File: config.mk
export PLATFORM = sky130hd
export DESIGN_NAME = tone_mod
export DESIGN_NICKNAME = d
export VERILOG_FILES = /design/src/rtl/tone_mod_pkg.sv /design/src/rtl/tone_divider.sv /design/src/rtl/extm_hold.sv /design/src/rtl/tone_mod.sv
export SDC_FILE = /design/constraint.sdc
export NUM_CORES = 1
export LEC_CHECK = 0
export BUFFER_PORTS_ARGS = -buffer_cell sky130_fd_sc_hd__clkbuf_2
export CORE_UTILIZATION = 35
export DETAILED_ROUTE_END_ITERATION = 12
export SETUP_SLACK_MARGIN = 0.15
export SKIP_CTS_REPAIR_TIMING = 1
export SLEW_MARGIN = 20
export SYNTH_ARGS = -nofsm -noshare
export SYNTH_HDL_FRONTEND = slang
export SYNTH_HIERARCHICAL = 1
export SYNTH_SLANG_ARGS = --single-unit
File: constraint.sdc
create_clock -name clk -period 3.8 [get_ports clk]
set_input_delay 0.76 -clock clk [delete_from_list [all_inputs] [get_ports clk]]
set_output_delay 0.76 -clock clk [all_outputs]
set_load 0.005 [all_outputs]
File: src/rtl/tone_mod_pkg.sv
package tone_mod_pkg;

  typedef enum logic [1:0] {
    MODE_CONT = 2'd0,
    MODE_ENV  = 2'd1,
    MODE_PASS = 2'd2
  } tone_mode_e;

  function automatic tone_mode_e decode_mode(input logic cont, input logic sel);
    if (cont)     return MODE_CONT;
    else if (sel) return MODE_PASS;
    else          return MODE_ENV;
  endfunction

endpackage

File: src/rtl/tone_divider.sv
module tone_divider #(
  parameter int DIV = 20
) (
  input  logic clk,
  input  logic rst_n,
  input  logic tick,
  input  logic run,
  output logic phase_hi
);
  localparam int W = (DIV > 2) ? $clog2(DIV) : 1;
  localparam logic [W-1:0] LAST = W'(DIV - 1);
  localparam logic [W-1:0] HALF = W'(DIV / 2);

  logic [W-1:0] cnt_q, cnt_d;

  always_comb begin
    cnt_d = cnt_q;
    if (!run)
      cnt_d = '0;
    else if (tick)
      cnt_d = (cnt_q == LAST) ? '0 : cnt_q + 1'b1;
  end

  always_ff @(posedge clk or negedge rst_n) begin
    if (!rst_n) cnt_q <= '0;
    else        cnt_q <= cnt_d;
  end

  assign phase_hi = run && (cnt_q < HALF);

endmodule

File: src/rtl/extm_hold.sv
module extm_hold #(
  parameter int HOLD = 22
) (
  input  logic clk,
  input  logic rst_n,
  input  logic tick,
  input  logic ext_mod,
  output logic active
);
  localparam int W = $clog2(HOLD + 1);
  localparam logic [W-1:0] LOAD = W'(HOLD);

  logic         prev_q;
  logic [W-1:0] hold_q, hold_d;
  logic         rise;

  assign rise = ext_mod && !prev_q;

  always_comb begin
    hold_d = hold_q;
    if (rise)
      hold_d = LOAD;
    else if (tick && (hold_q != '0))
      hold_d = hold_q - 1'b1;
  end

  always_ff @(posedge clk or negedge rst_n) begin
    if (!rst_n) begin
      prev_q <= 1'b0;
      hold_q <= '0;
    end else begin
      prev_q <= ext_mod;
      hold_q <= hold_d;
    end
  end

  assign active = ext_mod || (hold_q != '0);

endmodule

File: src/rtl/tone_mod.sv
module tone_mod
  import tone_mod_pkg::*;
#(
  parameter int DIV         = 20,
  parameter int HOLD_MARGIN = 2
) (
  input  logic clk,
  input  logic rst_n,
  input  logic tick,
  input  logic cont_en,
  input  logic ext_sel,
  input  logic ext_mod,
  input  logic txt_pin,
  input  logic thr_bit,
  output logic tone_en,
  output logic tone_lvl,
  output logic thr_sel
);
  localparam int HOLD = DIV + HOLD_MARGIN;

  tone_mode_e mode;
  logic       env_active;
  logic       run;
  logic       phase_hi;
  logic       en_d, lvl_d;
  logic       en_q, lvl_q;

  assign mode = decode_mode(cont_en, ext_sel);

  extm_hold #(.HOLD(HOLD)) u_hold (
    .clk    (clk),
    .rst_n  (rst_n),
    .tick   (tick),
    .ext_mod(ext_mod),
    .active (env_active)
  );

  assign run = (mode == MODE_CONT) || ((mode == MODE_ENV) && env_active);

  tone_divider #(.DIV(DIV)) u_div (
    .clk     (clk),
    .rst_n   (rst_n),
    .tick    (tick),
    .run     (run),
    .phase_hi(phase_hi)
  );

  always_comb begin
    unique case (mode)
      MODE_PASS: begin
        en_d  = 1'b1;
        lvl_d = ext_mod;
      end
      MODE_ENV: begin
        en_d  = env_active;
        lvl_d = phase_hi;
      end
      default: begin
        en_d  = 1'b1;
        lvl_d = phase_hi;
      end
    endcase
  end

  always_ff @(posedge clk or negedge rst_n) begin
    if (!rst_n) begin
      en_q  <= 1'b0;
      lvl_q <= 1'b0;
    end else begin
      en_q  <= en_d;
      lvl_q <= lvl_d;
    end
  end

  assign tone_en  = en_q;
  assign tone_lvl = lvl_q;
  assign thr_sel  = txt_pin | thr_bit;

endmodule

=== After elaboration in Yosys (flattened, before gate mapping) ===
Cells that the tools add are included.
Widths: inputs -> output; s select.

* Register bits: 13
* Input bits: 8

* Add/sub/neg operators: 2
* $lt $le $gt $ge: 1
* Equality and inequality tests: 4
* Multiplexer cells: 9
* Bitwise gates (word level): 1
* Reduce and logical (&&, ||, !) cells: 10

{| class="wikitable"
|+ Operators by type and width
! cell !! number
|-
| $mux 5 || 5
|-
| $add 5x1->5 const B || 1
|-
| $eq 5x5->1 const B || 1
|-
| $lt 5x4->1 const B || 1
|-
| $reduce_bool 5->1 || 1
|-
| $sub 5x1->5 const B || 1
|-
| $logic_and 1x1->1 || 4
|-
| $mux 2 || 2
|-
| $eq 2x1->1 const B || 1
|-
| $eq 2x2->1 const B || 1
|-
| $logic_not 2->1 || 1
|-
| $logic_or 1x1->1 || 2
|-
| $mux 1 || 2
|-
| $ne 2x2->1 const B || 1
|-
| $reduce_bool 2->1 || 1
|-
| $logic_not 1->1 || 1
|-
| $or 1x1->1 || 1
|}

=== Logic depth before layout (Yosys ltp) ===
* Depth after elaboration: 7
* Depth in mapped cells: 7
* Depth with buffers taken out: 7

=== Cells and area by module ===
The synthesis kept the hierarchy.

{| class="wikitable"
|+ By module, submodules not included
! module !! instances !! cells each !! area an instance (um2) !! seq. area each (um2)
|-
| extm_hold || 1 || 34 || 317.8 || 150.1
|-
| tone_divider || 1 || 31 || 302.8 || 125.1
|-
| tone_mod || 1 || 8 || 103.8 || 50.0
|}

=== Least setup slack after synthesis ===
No wires, ideal clock.

* Path kind: input to output
* From: input port thr_bit
* To: output port thr_sel
* Arrival: 1.044 ns
* Path slack: 1.996 ns
* Stages: 1
* Cells stage by stage: or2_2

* Cells in the longest elaborated chain, start to end: 1

{| class="wikitable"
|+ RTL lines
! item !! line !! text
|-
| start, declared || tone_mod.sv:14 || <nowiki>input logic thr_bit,</nowiki>
|-
| $or 1x1->1 || tone_mod.sv:77 || <nowiki>assign thr_sel = txt_pin | thr_bit;</nowiki>
|-
| end, declared || tone_mod.sv:17 || <nowiki>output logic thr_sel</nowiki>
|}

Every way passes these cells.

=== Final worst setup path ===
Ends and elaborated chain as after synthesis.

==> flow_summary.ini <==
[synthesis]
netlist.area_leader.share_pct = 44.9
async_flop_share_pct = 100
synth.distinct_cells = 34
syn-cell-area_um2 = 724
synth-edff-count = 0
synth_seq_cells = 13
synth_flop_cell = dfrtp_1
synth_common_cells = 13 x dfrtp_1, 9 x nand2_1, 6 x nand3_1
yosys.area.top_type = dfrtp_1
yosysSeqAreaShare_pct = 44.9
synthTopCellsByArea = dfrtp_1 45%, nand2_1 4.7%, nand3_1 4.1%
yosys_warnings = 6
syn_inst = 73
synth.avg_cell_area_um2 = 9.92
yosysMostFrequentCell = dfrtp_1
synth_nets = 83

[pwr]
power_frac_comb_pct = 20.3
p_seq_share_pct = 53.3
total_leakage_power_nw = 0.370
swShare_pct = 29.4
switching_power_mw = 0.0945
clock_power_share_pct = 26.3
internal_power_mw = 0.227
ir_drop_mv = 0.187
powerDensity_nw_per_um2 = 389

[place]
portBuffers = 10
place_area_um2 = 800
dp_hpwl_um = 957
gp_congestion = 0.723

[status]
status = completed

[sta]
hold_viol = 0
period_needed_ps = 1980
setup_tns_ps = 0
slew_headroom_pct = 77.8
max_freq_ghz = 0.506
hold_ws_ps = 368
fin_crit_sh_pct = 52.0
finalSetupViolations = 0
rsz0062_at_grt = no
clock_skew_ps = 3.91
drv_slew = 0
tightest_slew_ps = 333

[grt]
grt_pass1_vias = 546
grt_usage_pct = 15.3
grt-ovfl-total = 0
met2_usage_pct = 25.5
grt.busiest_layer = met2
antenna_found_initial = 0
grt_use_met1_pct = 17.4
grt_pass1_wl_um = 2300
grt_max_degree = 14
grt_util_met3_pct = 6.79

[finish]
fill_cells = 216
drive_gt1_share_pct = 30.6
area_growth_syn_to_layout_pct = 14.0
diodes = 0
finalCoreUtilization_pct = 42.1
final_nets = 96
finalInstanceArea_um2 = 826

[routing]
vias = 539
via_per_inst = 4.81
routedWlPerCell_um = 11.5
ant_nets = 0
drt_iter0_drc = 7
drc = 0
finalWirelength_um = 1290
firstDrtPassIters = 3

[critical_path]
crit_slowest_cell = or2_2
worst_setup_path_end_kind = output port
cp.depth = 3
cp_num_buf_inv = 2
worst_r2r_path_depth = 5
cp_common_cell = clkbuf_2
cp_top_family = simple AND/OR/NAND/NOR gates
startpoint_type = input pin
arrival_ps = 1220
max_stage_delay_ps = 270
crit_path_max_fanout = 1
required_ps = 3040
setup.worst_path.class = input pin to output port
cp_cell_sequence = clkbuf_2, or2_2, clkbuf_2

[clock_tree]
clk_latency_ps = 270
cts_made_buffers = 3
ctsHtreeMaxLevel = 1
clkSinkCount = 13
cts_tree = done
path_clk_slew_ps = 80
clk_path_buf_depth = 2
root_buffer = clkbuf_4

[floorplanning]
initial_utilization_pct = 36.9
coreArea_um2 = 1960
die_h_um = 47.5
io_pins = 11
die_x_um = 47.5
rows = 16
die_area_um2 = 2260

[hold_path]
min_path_type = input pin to async pin

[run]
maxCapViolCount = 0
power groups by stage:
| stage | Sequential, mW | Combinational, mW | Clock (mW) |
|---|---|---|---|
| detailed placement | 0.174 | 0.0655 | 0 |
| floorplan | 0.170 | 0.0477 | 0 |
| global route | 0.174 | 0.0757 | 0.0980 |
| CTS | 0.172 | 0.0660 | 0.0902 |
| finish | 0.172 | 0.0654 | 0.0847 |
| global placement | 0.173 | 0.0617 | 0 |
final timing paths:
path / from / endpoint / slack (ps)
hold reg to reg: u_hold/hold_q[4] / u_hold/hold_q[4] / 510
setup reg to reg: u_hold/hold_q[0] / u_hold/hold_q[1] / 2100
min in group clk: u_hold/hold_q[4] / u_hold/hold_q[4] / 510
max in group asynchronous: rst_n / u_hold/hold_q[3] / 3180
hold / removal: rst_n / u_div/cnt_q[4] / 370
setup / recovery: thr_bit / thr_sel / 1820
cell type report:
type / instances / area, µm² / area share, %
tap: 27 / 33.8 / 4.09
clock buffer: 4 / 26.3 / 3.18
multi-input combinational: 53 / 372 / 45.0
inverter: 5 / 18.8 / 2.27
sequential: 13 / 325 / 39.4
timing repair buffer: 10 / 50.0 / 6.06
per-stage QoR:
stage	worst slack (ps)	std cells	power, mW
6_report	1820	112	0.322
2_1_floorplan	2000	73	0.218
5_1_grt	1760	112	0.348
4_1_cts	1820	112	0.328
3_3_place_gp	1820	108	0.235
3_5_place_dp	1820	108	0.240
cell families (layout without fill, tap and decap cells):
logic type / count (synthesis) / in the layout / share of synthesized area [%]
compound gates: 18 / 18 / 18.7
xor+xnor: 1 / 1 / 1.21
fa+ha+maj: 2 / 2 / 3.45
buf+inv: 7 / 19 / 3.80
flops: 13 / 13 / 44.9
mux: 2 / 2 / 3.45
simple gates: 30 / 30 / 24.5
worst reg2reg max path: cells and delay by family (launching register included):
kind                       cells  cell delay (ps)
and+or+nand+nor                2              790
DFF                            1              380
adders and majority gates      1              240
AOI/OAI and AO/OA              1              120
buffers and inverters          1               90
placed cells by master, fill, tap and decap left out, types with 2 or more instances in the layout:
cell type	netlist	final
dfrtp_1	13	13
clkbuf_2	0	10
nand2_1	9	9
nand3_1	6	6
inv_1	4	4
clkbuf_4	0	3
o21ai_0	3	3
o21ai_2	3	3
a21oi_1	3	3
nor2b_1	2	2
ha_1	2	2
nor2_1	2	2
nand2b_1	2	2
a21o_1	2	2
layer usage:
metal	routed length, µm	vias up
met1	602	249
met3	77	2
li1	-	276
met5	0	-
met4	14	0
met2	591	12
flip-flops by register name, indices dropped and copies added, names as in the netlist:
| register | count |
|---|---|
| tone_lvl | 1 |
| u_hold/hold_q | 5 |
| u_div/cnt_q | 5 |
| u_hold/prev_q | 1 |
| tone_en | 1 |
(Power assumes the default switching activity.)
